<file path="src/rtl/dlrx_pkg.sv">
package dlrx_pkg;

  localparam int unsigned DL_BYTE_W = 8;

  typedef enum logic [1:0] {
    DL_FRAMED = 2'b00,
    DL_PACK6  = 2'b01,
    DL_PACK8  = 2'b10,
    DL_RSVD   = 2'b11
  } dl_mode_e;

  // Packing modes use the fill limit for the full event.
  function automatic logic mode_is_packed(input logic [1:0] m);
    return (m == DL_PACK6) || (m == DL_PACK8);
  endfunction

  // Six-bit packing keeps only the low six bits.
  function automatic logic [DL_BYTE_W-1:0] shape_byte(input logic [1:0] m,
                                                      input logic [DL_BYTE_W-1:0] d);
    if (m == DL_PACK6) return {2'b00, d[5:0]};
    return d;
  endfunction

endpackage

</file>
<file path="src/rtl/dlrx_store.sv">
module dlrx_store #(
  parameter int unsigned DEPTH = 64,
  parameter int unsigned W     = 8,
  localparam int unsigned AW   = $clog2(DEPTH),
  localparam int unsigned CW   = $clog2(DEPTH + 1)
) (
  input  logic          clk,
  input  logic          rst,
  input  logic          wr_en,
  input  logic [W-1:0]  wr_byte,
  input  logic          wr_eom,
  input  logic          rd_en,
  output logic [W-1:0]  rd_byte,
  output logic          rd_eom,
  output logic [CW-1:0] fill,
  output logic [CW-1:0] eom_fill,
  output logic          overrun_try
);

  logic [W:0]    mem [DEPTH];
  logic [AW-1:0] wptr, rptr;
  logic          push, pop, pop_eom;

  function automatic logic [AW-1:0] ptr_next(input logic [AW-1:0] p);
    if (p == AW'(DEPTH - 1)) return '0;
    return p + 1'b1;
  endfunction

  function automatic logic [CW-1:0] level_next(input logic [CW-1:0] lv,
                                               input logic up, input logic dn);
    case ({up, dn})
      2'b10:   return lv + 1'b1;
      2'b01:   return lv - 1'b1;
      default: return lv;
    endcase
  endfunction

  // Event wires, named so the assertions can see them.
  assign overrun_try = wr_en && (fill == CW'(DEPTH));
  assign push        = wr_en && (fill != CW'(DEPTH));
  assign pop         = rd_en && (fill != '0);
  assign pop_eom     = pop && mem[rptr][W];

  always_ff @(posedge clk) begin
    if (push) mem[wptr] <= {wr_eom, wr_byte};
  end

  always_ff @(posedge clk) begin
    if (rst) begin
      wptr     <= '0;
      rptr     <= '0;
      fill     <= '0;
      eom_fill <= '0;
      rd_byte  <= '0;
      rd_eom   <= 1'b0;
    end else begin
      if (push) wptr <= ptr_next(wptr);
      if (pop) begin
        rptr    <= ptr_next(rptr);
        rd_byte <= mem[rptr][W-1:0];
        rd_eom  <= mem[rptr][W];
      end else begin
        rd_byte <= '0;
        rd_eom  <= 1'b0;
      end
      fill     <= level_next(fill, push, pop);
      eom_fill <= level_next(eom_fill, push && wr_eom, pop_eom);
    end
  end


  fill_cap_chk: assert property (@(posedge clk) disable iff (rst)
    fill <= CW'(DEPTH));


  ovr_keep_chk: assert property (@(posedge clk) disable iff (rst)
    (overrun_try && !rd_en) |=> (fill == CW'(DEPTH)) && $stable(wptr));


  empty_rd_chk: assert property (@(posedge clk) disable iff (rst)
    (rd_en && fill == '0) |=> (rd_byte == '0) && !rd_eom && $stable(rptr));


  eom_bound_chk: assert property (@(posedge clk) disable iff (rst)
    eom_fill <= fill);

endmodule

</file>
<file path="src/rtl/dlrx_cond.sv">
module dlrx_cond #(
  parameter int unsigned CW = 7
) (
  input  logic [1:0]    mode,
  input  logic [CW-1:0] fill,
  input  logic [CW-1:0] eom_fill,
  input  logic [CW-1:0] near_thr,
  input  logic [CW-1:0] fill_lim,
  input  logic          ovr_seen,
  output logic          full_lvl,
  output logic          near_lvl,
  output logic          msg_lvl
);
  import dlrx_pkg::*;

  // A zero threshold means "never".
  function automatic logic at_level(input logic [CW-1:0] lv, input logic [CW-1:0] thr);
    return (thr != '0) && (lv >= thr);
  endfunction

  logic lim_hit, partial_msg;

  assign lim_hit     = at_level(fill, fill_lim);
  assign partial_msg = lim_hit && (eom_fill == '0);
  assign full_lvl    = mode_is_packed(mode) ? lim_hit : ovr_seen;
  assign near_lvl    = at_level(fill, near_thr);
  assign msg_lvl     = (eom_fill != '0) || partial_msg;

endmodule

</file>
<file path="src/rtl/dlrx_edge.sv">
module dlrx_edge #(
  parameter int unsigned N = 3
) (
  input  logic         clk,
  input  logic         rst,
  input  logic [N-1:0] lvl,
  output logic [N-1:0] pulse
);
  logic [N-1:0] lvl_q;

  for (genvar i = 0; i < N; i++) begin : g_det
    always_ff @(posedge clk) begin
      if (rst) lvl_q[i] <= 1'b0;
      else     lvl_q[i] <= lvl[i];
    end
    assign pulse[i] = lvl[i] && !lvl_q[i];


    rise_pulse_chk: assert property (@(posedge clk) disable iff (rst)
      $rose(lvl[i]) |-> pulse[i]);
  end

endmodule

</file>
<file path="src/rtl/dlrx_fifo_ctrl.sv">
module dlrx_fifo_ctrl #(
  parameter int unsigned DEPTH = 64,
  localparam int unsigned CW   = $clog2(DEPTH + 1),
  localparam int unsigned BW   = dlrx_pkg::DL_BYTE_W
) (
  input  logic          clk,
  input  logic          rst,
  input  logic [1:0]    cfg_mode,
  input  logic [CW-1:0] cfg_near_thr,
  input  logic [CW-1:0] cfg_fill_lim,
  input  logic          wr_en,
  input  logic [BW-1:0] wr_byte,
  input  logic          wr_eom,
  input  logic          rd_en,
  output logic [BW-1:0] rd_byte,
  output logic          rd_eom,
  output logic          ev_full,
  output logic          ev_near,
  output logic          ev_msg
);
  import dlrx_pkg::*;

  logic [CW-1:0] fill, eom_fill;
  logic          overrun_try, ovr_seen;
  logic          full_lvl, near_lvl, msg_lvl;
  logic [2:0]    ev_vec;

  dlrx_store #(.DEPTH(DEPTH), .W(BW)) store_i (
    .clk(clk), .rst(rst),
    .wr_en(wr_en), .wr_byte(shape_byte(cfg_mode, wr_byte)), .wr_eom(wr_eom),
    .rd_en(rd_en), .rd_byte(rd_byte), .rd_eom(rd_eom),
    .fill(fill), .eom_fill(eom_fill), .overrun_try(overrun_try)
  );

  always_ff @(posedge clk) begin
    if (rst) ovr_seen <= 1'b0;
    else     ovr_seen <= overrun_try;
  end

  dlrx_cond #(.CW(CW)) cond_i (
    .mode(cfg_mode), .fill(fill), .eom_fill(eom_fill),
    .near_thr(cfg_near_thr), .fill_lim(cfg_fill_lim), .ovr_seen(ovr_seen),
    .full_lvl(full_lvl), .near_lvl(near_lvl), .msg_lvl(msg_lvl)
  );

  dlrx_edge #(.N(3)) edge_i (
    .clk(clk), .rst(rst),
    .lvl({msg_lvl, near_lvl, full_lvl}),
    .pulse(ev_vec)
  );

  assign ev_full = ev_vec[0];
  assign ev_near = ev_vec[1];
  assign ev_msg  = ev_vec[2];


  framed_full_chk: assert property (@(posedge clk) disable iff (rst)
    (ev_full && !mode_is_packed(cfg_mode)) |-> $past(wr_en));


  packed_full_chk: assert property (@(posedge clk) disable iff (rst)
    (ev_full && mode_is_packed(cfg_mode)) |-> (cfg_fill_lim != '0) && (fill >= cfg_fill_lim));


  near_once_chk: assert property (@(posedge clk) disable iff (rst)
    ev_near |=> !ev_near);

endmodule

</file>
<file path="config.mk">
export PLATFORM = sky130hd
export DESIGN_NAME = dlrx_fifo_ctrl
export DESIGN_NICKNAME = d
export VERILOG_FILES = /design/src/rtl/dlrx_pkg.sv /design/src/rtl/dlrx_store.sv /design/src/rtl/dlrx_cond.sv /design/src/rtl/dlrx_edge.sv /design/src/rtl/dlrx_fifo_ctrl.sv
export SDC_FILE = /design/constraint.sdc
export NUM_CORES = 1
export LEC_CHECK = 0
export BUFFER_PORTS_ARGS = -buffer_cell sky130_fd_sc_hd__buf_2
export CAP_MARGIN = 20
export CELL_PAD_IN_SITES_DETAIL_PLACEMENT = 1
export CELL_PAD_IN_SITES_GLOBAL_PLACEMENT = 1
export CORE_ASPECT_RATIO = 1.5
export CORE_MARGIN = 10
export CORE_UTILIZATION = 59
export CTS_CLUSTER_DIAMETER = 60
export DETAILED_ROUTE_END_ITERATION = 10
export PLACE_DENSITY = 0.85
export SYNTH_ARGS = -nofsm -noshare
export SYNTH_HDL_FRONTEND = slang
export SYNTH_HIERARCHICAL = 1
export SYNTH_SLANG_ARGS = --single-unit
</file>
<file path="constraint.sdc">
create_clock -name clk -period 5.1 [get_ports clk]
set_input_delay 0.255 -clock clk [delete_from_list [all_inputs] [get_ports clk]]
set_output_delay 0.255 -clock clk [all_outputs]
set_load 0.01 [all_outputs]
</file>
==> impl_metrics.env, run 1 <==
export IMPL_status="complete, no violations"
export IMPL_vdd_drop_max_mv=0.317
export IMPL_root_buffer="clkbuf_16"
export IMPL_cts_sinks=621
export IMPL_drv_cap=0
export IMPL_switchingPower_mw=3.17
export IMPL_slew_headroom=0.240
export IMPL_clk_latency_ps=600
export IMPL_hp_class="input pin to register"
export IMPL_routed_wl_um=68400
export IMPL_ant_nets=0
export IMPL_place_congestion=0.938
export IMPL_power_density_nw_per_um2=438
export IMPL_row_count=92
export IMPL_antennaDiodeCount=0
export IMPL_final_common_cell="edfxtp_1"
export IMPL_pwr_share_comb=0.165
export IMPL_maxSlewViolCount=0
export IMPL_min_period_ps=4700
export IMPL_max_freq_ghz=0.213
export IMPL_endpoint_kind="register"
export IMPL_final_setup_skew_ps=25.0
export IMPL_hold_slack_ps=7.41
export IMPL_startpoint_type="register"
export IMPL_p_leak_nw=8.95
export IMPL_synth_seq_area_share=0.727
export IMPL_postLayoutCellArea_um2=27800
export IMPL_pwr_share_seq=0.481
export IMPL_grt_overflow=0
export IMPL_grt_max_degree=93
export IMPL_critPathSlowestCell="dfxtp_4"
export IMPL_dieArea_um2=51200
export IMPL_synth_distinct_cells=72
export IMPL_place_area_um2=25700
export IMPL_final_period_utilization=0.922
export IMPL_setup_violations=0
export IMPL_num_io_pins=41
export IMPL_syn_cell_area_um2=25000
export IMPL_crit_buf_inv=1
export IMPL_die_x_um=188
export IMPL_critical_path_max_stage_delay_ps=830
export IMPL_firstDrtPassIters=6
export IMPL_drt_iter0_drc=1877
export IMPL_post_cts_buffers=0
export IMPL_grt_pass1_wl_um=99900
export IMPL_avgRoutedWirePerCell_um=33.9
export IMPL_hpwl_um=40900
export IMPL_port_buffers=40
export IMPL_cts_made_buffers=53
export IMPL_worst_pin_slew_ps=1140
export IMPL_yosys_most_used_dff="edfxtp_1"
export IMPL_track_usage=0.264
export IMPL_seq_area_um2=18200
export IMPL_internal_power_mw=9.01
export IMPL_nFillCells=3501
export IMPL_final_nets=1469
export IMPL_antenna_found_initial=1
export IMPL_crit_family="compound AO/OA/AOI/OAI gates"
export IMPL_layout_common_cells="576 x edfxtp_1, 120 x mux4_2, 91 x nor2_1, 55 x clkbuf_16"
export IMPL_via_count=13700
export IMPL_ys_async_sr_fraction=0
export IMPL_syn_inst=1341
export IMPL_crit_top_cell="nor4_1"
export IMPL_syn_nets=1400
export IMPL_cts_resized=0
export IMPL_tritoncts="done"
export IMPL_clkSlewWorstSetupHoldPaths_ps=70
export IMPL_fin_tns_setup_ps=0
export IMPL_cp_cell_sequence="nor2b_1 -> a2111oi_0 -> nor4_1 -> nor4_1 -> nor3_1 -> buf_4 -> ha_1 -> fa_1 -> a21o_1 -> a21oi_1 -> o21ai_0 -> nand4_1 -> mux2_2"
export IMPL_synth_seq_cells=621
export IMPL_crit_arrival_ps=5170
export IMPL_first_global_vias=14500
export IMPL_p_sw_frac=0.260
export IMPL_syn_to_final_growth_pct=11.1
export IMPL_critPathKind="register to register"
export IMPL_rsz0062_at_grt="no"
export IMPL_pwr_share_clk=0.354
export IMPL_multi_input_area_um2=6300
export IMPL_synth_avg_cell_area_um2=18.7
export IMPL_p_total_mw=12.2
export IMPL_yosysWarnings=6
export IMPL_drive_gt1_frac=0.227
export IMPL_start_util=0.596
export IMPL_fp_coreArea_um2=42000
export IMPL_hold_violations=0
export IMPL_drc=0
export IMPL_cts_hold_buf=0
export IMPL_required_ps=5570
export IMPL_die_h_um=272
export IMPL_cp_max_fo=51
export IMPL_drt_vias_per_instance=6.80
export IMPL_synth_enable_flop_cells=576
export IMPL_h_tree_depth=2
export IMPL_clockBufferDepth=3
==> power groups by stage <==
stage                     combinational, mW  clock [mW]  sequential, mW
after global routing                   2.16        4.55            5.88
after detailed placement               1.95           0            5.97
final                                  2.01        4.32            5.86
after CTS                              1.99        4.36            5.86
after global placement                 1.85           0            5.96
after floorplan                        1.49           0            5.86
==> path summary, 6_finish.rpt <==
check | slack (ps) | from | end | cells past startpoint
setup / recovery | 400 | register | store_i/eom_fill[6]$_SDFFE_PP0P_ | 13
hold / removal | 7 | wr_byte[0] | store_i/mem[34][0]$_DFFE_PP_ | 1
setup reg to reg | 400 | register | store_i/eom_fill[6]$_SDFFE_PP0P_ | 13
hold reg to reg | 550 | store_i/eom_fill[3]$_SDFFE_PP0P_ | store_i/eom_fill[3]$_SDFFE_PP0P_ | 2
==> cell type report <==
cell class | count | share of cell area
Sequential cell | 621 | 0.655
Multi-Input combinational cell | 626 | 0.227
Clock buffer | 66 | 0.0513
Tap cell | 564 | 0.0254
Timing Repair Buffer | 79 | 0.0227
Clock inverter | 33 | 0.0150
Inverter | 29 | 0.00392
==> cells by family (layout without fill, tap and decap cells) <==
kind of cell	after synthesis	after routing	share of synthesized area
XOR/XNOR	14	14	0.00490
adder cells (fa/ha/maj)	30	30	0.0156
buffers and inverters	94	207	0.0214
multiplexers	177	177	0.134
flip-flops	621	621	0.727
AO/OA/AOI/OAI	151	151	0.0457
AND/OR/NAND/NOR	254	254	0.0518
==> cells in the mapped netlist (17+ instances only) <==
master / n / area share
nor2_1: 92 / 0.014
a22o_1: 17 / 0.0059
buf_2: 25 / 0.0050
mux2_2: 19 / 0.0085
a21oi_1: 23 / 0.0046
ha_1: 28 / 0.014
inv_1: 26 / 0.0039
nand2_1: 42 / 0.0063
mux4_2: 120 / 0.11
dfxtp_1: 45 / 0.036
nor2b_1: 22 / 0.0055
a22oi_1: 27 / 0.0081
edfxtp_1: 576 / 0.69
mux2i_1: 35 / 0.014
==> registers in the layout (all words and copies together), names as in the netlist, named ones only <==
register          count
store_i/rd_eom        1
store_i/fill          7
store_i/rptr          6
store_i/mem         576
store_i/rd_byte       8
store_i/eom_fill      7
edge_i/lvl_q          3
store_i/wptr          6
ovr_seen              1
==> metal layers <==
metal / up-vias / part of all wire / global-route usage
li1: 5573 / - / -
met1: 7104 / 0.35 / 0.317
met2: 836 / 0.53 / 0.456
met3: 203 / 0.073 / 0.0390
met4: 2 / 0.055 / 0.137
met5: - / 0.00019 / 0
==> per-stage QoR <==
step	instances	util	setup WS [ps]
floorplan	1341	-	1630
global placement	1898	0.611	932
detailed placement	1901	0.612	685
CTS	2000	0.656	617
global route	2018	0.662	197
finish	2018	0.662	400
Power figures use the tool's default switching activity.
==> inputs of run 2 (changes only) <==
Settings changed: ABC_AREA set to 1, CORE_UTILIZATION 59 to 55, PLACE_DENSITY 0.85 to 0.86, SLEW_MARGIN set to 30.
==> run 2 against run 1 <==
  * Sequential power shrank 1%
  * First-iteration DRC count is 2.7% lower
  * Non-clock buffer count down 11
  * Combinational power rose by 67%
  * Sequential cell count stayed put
  * Clock power shrank 3%
  * Critical endpoint is now store_i/eom_fill[5]$_SDFFE_PP0P_
  * Highest routed layer is now met4
==> impl_metrics.env, run 2 <==
export IMPL_hold_violations=0
export IMPL_hold_start="cfg_near_thr[6]"
export IMPL_reg_top3="store_i/mem: 576 flops, store_i/rd_byte: 8 flops"
export IMPL_endpoint_kind="register"
export IMPL_fin_tns_setup_ps=0
export IMPL_drc=0
export IMPL_dieArea_um2=56700
export IMPL_clk_latency_ps=610
export IMPL_r2r_cells=21
export IMPL_setup_violations=0
export IMPL_r2r_slack_ps=900
export IMPL_tritoncts="done"
export IMPL_p_sw_frac=0.330
export IMPL_yosysMostFrequentCell="nand2_1"
export IMPL_cp_cell_sequence="buf_12 -> nand2_1 -> nand3_1 -> nand3_1 -> nand2_1 -> nand2_1 -> nand3_1 -> nand3_1 -> a21oi_1 -> ha_1 -> ha_1 -> nand3_1 -> nand3_1 -> a21oi_1 -> nor2_1 -> nor2_1 -> nor2_1 -> nor2_1 -> nand2_1 -> nand2_1 -> inv_1"
export IMPL_yosysWarnings=6
export IMPL_max_freq_ghz=0.238
export IMPL_synth_distinct_cells=34
export IMPL_syn_cell_area_um2=26100
export IMPL_grt_pass1_wl_um=117000
export IMPL_crit_family="simple AND/OR/NAND/NOR gates"
export IMPL_drive_gt1_frac=0.0749
export IMPL_pwr_share_comb=0.251
export IMPL_cts_sinks=621
export IMPL_ys_async_sr_fraction=0
export IMPL_hpwl_um=46200
export IMPL_cts_resized=0
export IMPL_grt_max_degree=199
export IMPL_hold_path_depth=7
export IMPL_num_io_pins=41
export IMPL_synth_avg_cell_area_um2=11.1
export IMPL_antenna_found_initial=0
export IMPL_critical_path_max_stage_delay_ps=420
export IMPL_final_nets=2406
export IMPL_switchingPower_mw=4.40
export IMPL_hp_class="input pin to register"
export IMPL_pwr_share_clk=0.315
export IMPL_drt_iter0_drc=1827
export IMPL_via_count=18400
export IMPL_grt_util_met2=0.481
export IMPL_firstDrtPassIters=5
export IMPL_hold_slack_ps=106
export IMPL_place_area_um2=26600
export IMPL_final_period_utilization=0.823
export IMPL_syn_inst=2346
export IMPL_h_tree_depth=2
export IMPL_fp_coreArea_um2=46800
export IMPL_required_ps=5590
export IMPL_die_h_um=287
export IMPL_largest_reg_flops=576
export IMPL_slew_headroom=0.216
export IMPL_layout_common_cells="781 x nand2_1, 576 x edfxtp_1, 511 x nand3_1, 96 x nor2_1, 64 x inv_1"
export IMPL_place_congestion=0.875
export IMPL_ys_top_cells_by_area="edfxtp_1 66%, nand2_1 11%, nand3_1 9.8%, dfxtp_1 3.5%, nor2_1 1.6%"
export IMPL_grtUsageMet1=0.311
export IMPL_dp_cells=2881
export IMPL_clockBufferDepth=3
export IMPL_worst_slack_ps=903
export IMPL_cts_made_buffers=56
export IMPL_synth_enable_flop_cells=576
export IMPL_syn_nets=2405
export IMPL_avgRoutedWirePerCell_um=25.8
export IMPL_pwr_share_seq=0.433
export IMPL_use_met3=0.0353
export IMPL_pre_cts_ws_ps=1130
export IMPL_ant_nets=0
export IMPL_status="complete, no violations"
export IMPL_power_density_nw_per_um2=469
export IMPL_synth_seq_cells=621
export IMPL_track_usage=0.271
export IMPL_first_global_vias=19800
export IMPL_startpoint_type="register"
export IMPL_crit_top_cell="nand3_1"
export IMPL_top_usage_layer="met2"
export IMPL_netlist_area_leader_share=0.664
export IMPL_largest_register="store_i/mem"
export IMPL_crit_buf_inv=2
export IMPL_clkSlewWorstSetupHoldPaths_ps=60
export IMPL_start_util=0.556
export IMPL_layoutNonFillerInstCount=2984
export IMPL_worst_pin_slew_ps=1180
export IMPL_internal_power_mw=8.94
export IMPL_synth_seq_area_share=0.698
export IMPL_root_buffer="clkbuf_16"
export IMPL_min_period_ps=4200
export IMPL_p_total_mw=13.3
export IMPL_antennaDiodeCount=0
export IMPL_yosys_top_cells_count="781 x nand2_1, 576 x edfxtp_1, 511 x nand3_1, 108 x nor2_1, 64 x inv_1"
export IMPL_grt_overflow=0
export IMPL_drt_vias_per_instance=6.18
export IMPL_maxSlewViolCount=0
export IMPL_cp_max_fo=198
export IMPL_yosys_most_used_dff="edfxtp_1"
export IMPL_routed_wl_um=77100
export IMPL_critPathSlowestCell="buf_12"
export IMPL_postLayoutCellArea_um2=28400
export IMPL_final_setup_skew_ps=25.3
export IMPL_timing_rr_end="store_i/eom_fill[5]$_SDFFE_PP0P_"
export IMPL_final_common_cell="nand2_1"
export IMPL_synth_area_leader_cell="edfxtp_1"
export IMPL_row_count=97
export IMPL_syn_to_final_growth_pct=9.12
export IMPL_holdPathEnd="edge_i/lvl_q[1]$_SDFF_PP0_"
export IMPL_final_core_util=0.607
export IMPL_path_depth=21
export IMPL_die_x_um=198
export IMPL_p_leak_nw=10.5
export IMPL_port_buffers=40
export IMPL_vdd_drop_max_mv=0.528
export IMPL_rsz0062_at_grt="no"
export IMPL_drv_cap=0
export IMPL_crit_arrival_ps=4690
export IMPL_critPathKind="register to register"
-- run 2: cell count changes after synthesis, sizes merged, moves of 25 or more --
cell	change
nand3	+497
mux4	-123
a22oi	-27
nor2b	-25
buf	+51
nand2	+741
inv	+38
mux2i	-35
-- run 2: how the worst max path moves through the flow --
stage | startpoint | end | slack (ps)
2_1_floorplan | register | store_i/eom_fill[5]$_SDFFE_PP0P_ | 2360
3_3_place_gp | register | store_i/eom_fill[5]$_SDFFE_PP0P_ | 1260
3_5_place_dp | register | store_i/eom_fill[5]$_SDFFE_PP0P_ | 1130
4_1_cts | register | store_i/eom_fill[5]$_SDFFE_PP0P_ | 1060
5_1_grt | register | store_i/eom_fill[5]$_SDFFE_PP0P_ | 670
6_report | register | store_i/eom_fill[5]$_SDFFE_PP0P_ | 900
-- run 2: what timing repair did --
item / in CTS / in global routing
setup buffers: 0 / 0
endpoints found under the hold margin: 1 / 0
hold buffers: 1 / 0
-- run 2: worst reg2reg max path, cell delays in order (launching register included) --
cell and delay [ps]:
dfxtp_4 400, buf_12 420, nand2_1 510, nand3_1 150
nand3_1 130, nand2_1 140, nand2_1 60, nand3_1 160
nand3_1 190, a21oi_1 320, ha_1 420, ha_1 360
nand3_1 120, nand3_1 110, a21oi_1 160, nor2_1 50
nor2_1 120, nor2_1 50, nor2_1 80, nand2_1 60
nand2_1 50, inv_1 30
-- run 2: logic make-up after synthesis --
logic type | count (synthesis) | share of synthesized area
compound gates | 58 | 0.0117
xor+xnor | 16 | 0.00538
fa+ha+maj | 30 | 0.0150
buf+inv | 198 | 0.0378
flops | 621 | 0.698
simple gates | 1423 | 0.232
-- run 2: area by class of cell --
| cell class | instances | area [um2] |
|---|---|---|
| fill | 4842 | 18400 |
| sequential | 621 | 18200 |
| clock inverter | 28 | 265 |
| tap | 594 | 743 |
| clock buffer | 73 | 1550 |
| timing repair buffer | 68 | 463 |
| inverter | 73 | 284 |
| multi-input combinational | 1527 | 6930 |
-- run 2: power groups by stage --
stage	clock [mW]	combinational (mW)	sequential, mW
floorplan	0	2.25	5.86
global placement	0	3.01	5.89
detailed placement	0	3.23	5.90
CTS	4.25	3.31	5.79
global route	4.45	3.67	5.80
finish	4.21	3.35	5.78
-- run 2: per-layer routing --
layer  routed length [um]  part of all wire  up-vias
li1                     -                 -     8120
met1                27100              0.35     9154
met2                40500              0.53      910
met3                 5220             0.068      254
met4                 4300             0.056        0
met5                    0                 0        -
==> inputs of run 3 (changes only) <==
Settings changed: CORE_UTILIZATION 55 to 51, PLACE_DENSITY 0.86 to 0.8.
Clock period 5.1 ns to 4.2 ns, I/O delays scaled along.
==> run 3 against run 2 <==
  * Global-route usage is 2.2 points lower
  * Maximum frequency increased by 10%
  * Combinational power rose by 19%
  * Worst setup slack got worse by 520 ps
  * Sequential share of layout area decreased by 1.3 points
  * Cell count rose by 4.4%
  * Power is 24% higher
  * Register-to-register slack worse by 520 ps
  * Die area rose by 7.2%
  * Final area rose by 2.1%
  * Via count hardly changed
  * Sequential power rose by 22%
  * Highest routed layer unchanged
==> impl_metrics.env, run 3 (synthesis gave the netlist of run 2 again) <==
export IMPL_die_x_um=205
export IMPL_dieArea_um2=60700
export IMPL_h_tree_depth=2
export IMPL_max_freq_ghz=0.262
export IMPL_rsz0062_at_grt="no"
export IMPL_largest_register="store_i/mem"
export IMPL_post_cts_buffers=0
export IMPL_cp_cell_sequence="buf_12 -> nand2_1 -> nand3_1 -> nand3_1 -> nand2_1 -> nand2_1 -> nand3_1 -> nand3_1 -> a21oi_1 -> ha_1 -> ha_1 -> nand3_1 -> nand3_1 -> a21oi_1 -> nor2_1 -> nor2_1 -> nor2_1 -> nor2_1 -> nand2_1 -> nand2_1 -> inv_1"
export IMPL_root_buffer="clkbuf_16"
export IMPL_critical_path_max_stage_delay_ps=500
export IMPL_critPathSlowestCell="buf_12"
export IMPL_via_count=18500
export IMPL_routed_wl_um=76000
export IMPL_layout_common_cells="781 x nand2_1, 576 x edfxtp_1, 511 x nand3_1, 107 x nor2_1, 79 x buf_4"
export IMPL_row_count=101
export IMPL_place_congestion=0.880
export IMPL_r2r_cells=21
export IMPL_grt_overflow=0
export IMPL_final_period_utilization=0.908
export IMPL_endpoint_kind="register"
export IMPL_largest_reg_flops=576
export IMPL_vdd_drop_max_mv=0.287
export IMPL_drc=0
export IMPL_die_h_um=297
export IMPL_r2r_slack_ps=390
export IMPL_final_nets=2459
export IMPL_drive_gt1_frac=0.0887
export IMPL_min_period_ps=3810
export IMPL_final_common_cell="nand2_1"
export IMPL_seq_area_um2=18200
export IMPL_antenna_found_initial=0
export IMPL_final_setup_skew_ps=14.6
export IMPL_hold_violations=0
export IMPL_firstDrtPassIters=5
export IMPL_crit_top_cell="nand3_1"
export IMPL_crit_arrival_ps=4300
export IMPL_critPathKind="register to register"
export IMPL_cts_sinks=621
export IMPL_clkSlewWorstSetupHoldPaths_ps=70
export IMPL_worst_pin_slew_ps=971
export IMPL_cp_max_fo=150
export IMPL_clk_latency_ps=600
export IMPL_num_io_pins=41
export IMPL_drt_iter0_drc=1315
export IMPL_track_usage=0.249
export IMPL_power_density_nw_per_um2=568
export IMPL_grt_max_degree=151
export IMPL_startpoint_type="register"
export IMPL_port_buffers=40
export IMPL_start_util=0.516
export IMPL_avgRoutedWirePerCell_um=24.4
export IMPL_nFillCells=5363
export IMPL_reg_top3="store_i/mem: 576 flops, store_i/rd_byte: 8 flops"
export IMPL_multi_input_area_um2=6900
export IMPL_clockBufferDepth=3
export IMPL_syn_to_final_growth_pct=11.5
export IMPL_fp_coreArea_um2=50500
export IMPL_tritoncts="done"
export IMPL_hold_slack_ps=61.7
export IMPL_dp_cells=3010
export IMPL_slew_headroom=0.350
export IMPL_ant_nets=0
export IMPL_drv_cap=0
export IMPL_cts_made_buffers=56
export IMPL_endpoint="store_i/eom_fill[5]$_SDFFE_PP0P_"
export IMPL_required_ps=4690
export IMPL_timing_rr_end="store_i/eom_fill[5]$_SDFFE_PP0P_"
export IMPL_status="complete, no violations"
export IMPL_first_global_vias=19700
export IMPL_grt_pass1_wl_um=116000
export IMPL_drt_vias_per_instance=5.92
export IMPL_setup_violations=0
export IMPL_maxSlewViolCount=0
export IMPL_hpwl_um=47800
export IMPL_p_leak_nw=10.9
export IMPL_layoutNonFillerInstCount=3116
export IMPL_hp_class="input pin to register"
export IMPL_fin_tns_setup_ps=0
[run 3: changes by cell type in the layout (fill, tap and decap cells not counted), moves of 3 or more]
cell	delta
buf_4	+56
nor2_1	+11
nor2_2	-11
clkinv_1	+9
bufinv_16	+8
clkbuf_8	-6
buf_12	+3
inv_6	-3
[run 3: cell type report]
class	count	area share
repair buffers	121	0.0299
flip-flops and latches	621	0.627
inverters	73	0.00978
clock buffers	65	0.0501
multi-input cells	1527	0.238
well taps	669	0.0288
diodes	1	0.0000862
clock inverters	39	0.0168
[run 3: worst min-delay path by stage]
stage / start / to / cells after the start
CTS: rd_en / store_i/rptr[5]$_SDFFE_PP0N_ / 4
global route: wr_byte[5] / store_i/mem[55][5]$_DFFE_PP_ / 1
global placement: store_i/eom_fill[6]$_SDFFE_PP0P_ / store_i/eom_fill[6]$_SDFFE_PP0P_ / 2
detailed placement: store_i/eom_fill[6]$_SDFFE_PP0P_ / store_i/eom_fill[6]$_SDFFE_PP0P_ / 2
floorplan: rst / ovr_seen$_SDFF_PP0_ / 1
finish: wr_byte[5] / store_i/mem[55][5]$_DFFE_PP_ / 1
[run 3: worst max-delay path, delay by kind of cell, from the launching register on]
kind | cells | cell delay [ps]
flip-flops | 1 | 410
AO/OA/AOI/OAI | 2 | 460
buffers and inverters | 2 | 540
adder cells (fa/ha/maj) | 2 | 790
AND/OR/NAND/NOR | 15 | 1410
[run 3: metrics by stage]
stage | power, mW | worst slack, ps | util | instance area (um2)
after floorplan | 9.85 | 1460 | - | 26100
after global placement | 10.9 | 645 | 0.536 | 27100
after detailed placement | 11.1 | 539 | 0.536 | 27100
after CTS | 16.6 | 497 | 0.574 | 29000
after global routing | 17.3 | 9.29 | 0.575 | 29000
final | 16.5 | 385 | 0.575 | 29000
[run 3: power by group]
part | switching, mW | total [mW] | internal [mW]
clock network | 2.25 | 5.46 | 3.21
registers | 0.158 | 7.06 | 6.90
logic | 2.85 | 3.97 | 1.12
total | 5.26 | 16.5 | 11.2
[run 3: what timing repair did]
action / CTS / global route
resized for setup: 0 / 0
endpoints found under the hold margin: 1 / 0
hold buffers: 1 / 0
[run 3: layer usage]
metal,wire [um],global-route usage,vias to the layer above
li1,-,-,8233
met1,28300,0.290,9328
met2,40400,0.446,694
met3,4010,0.0307,196
met4,3270,0.108,0
met5,0,0,-
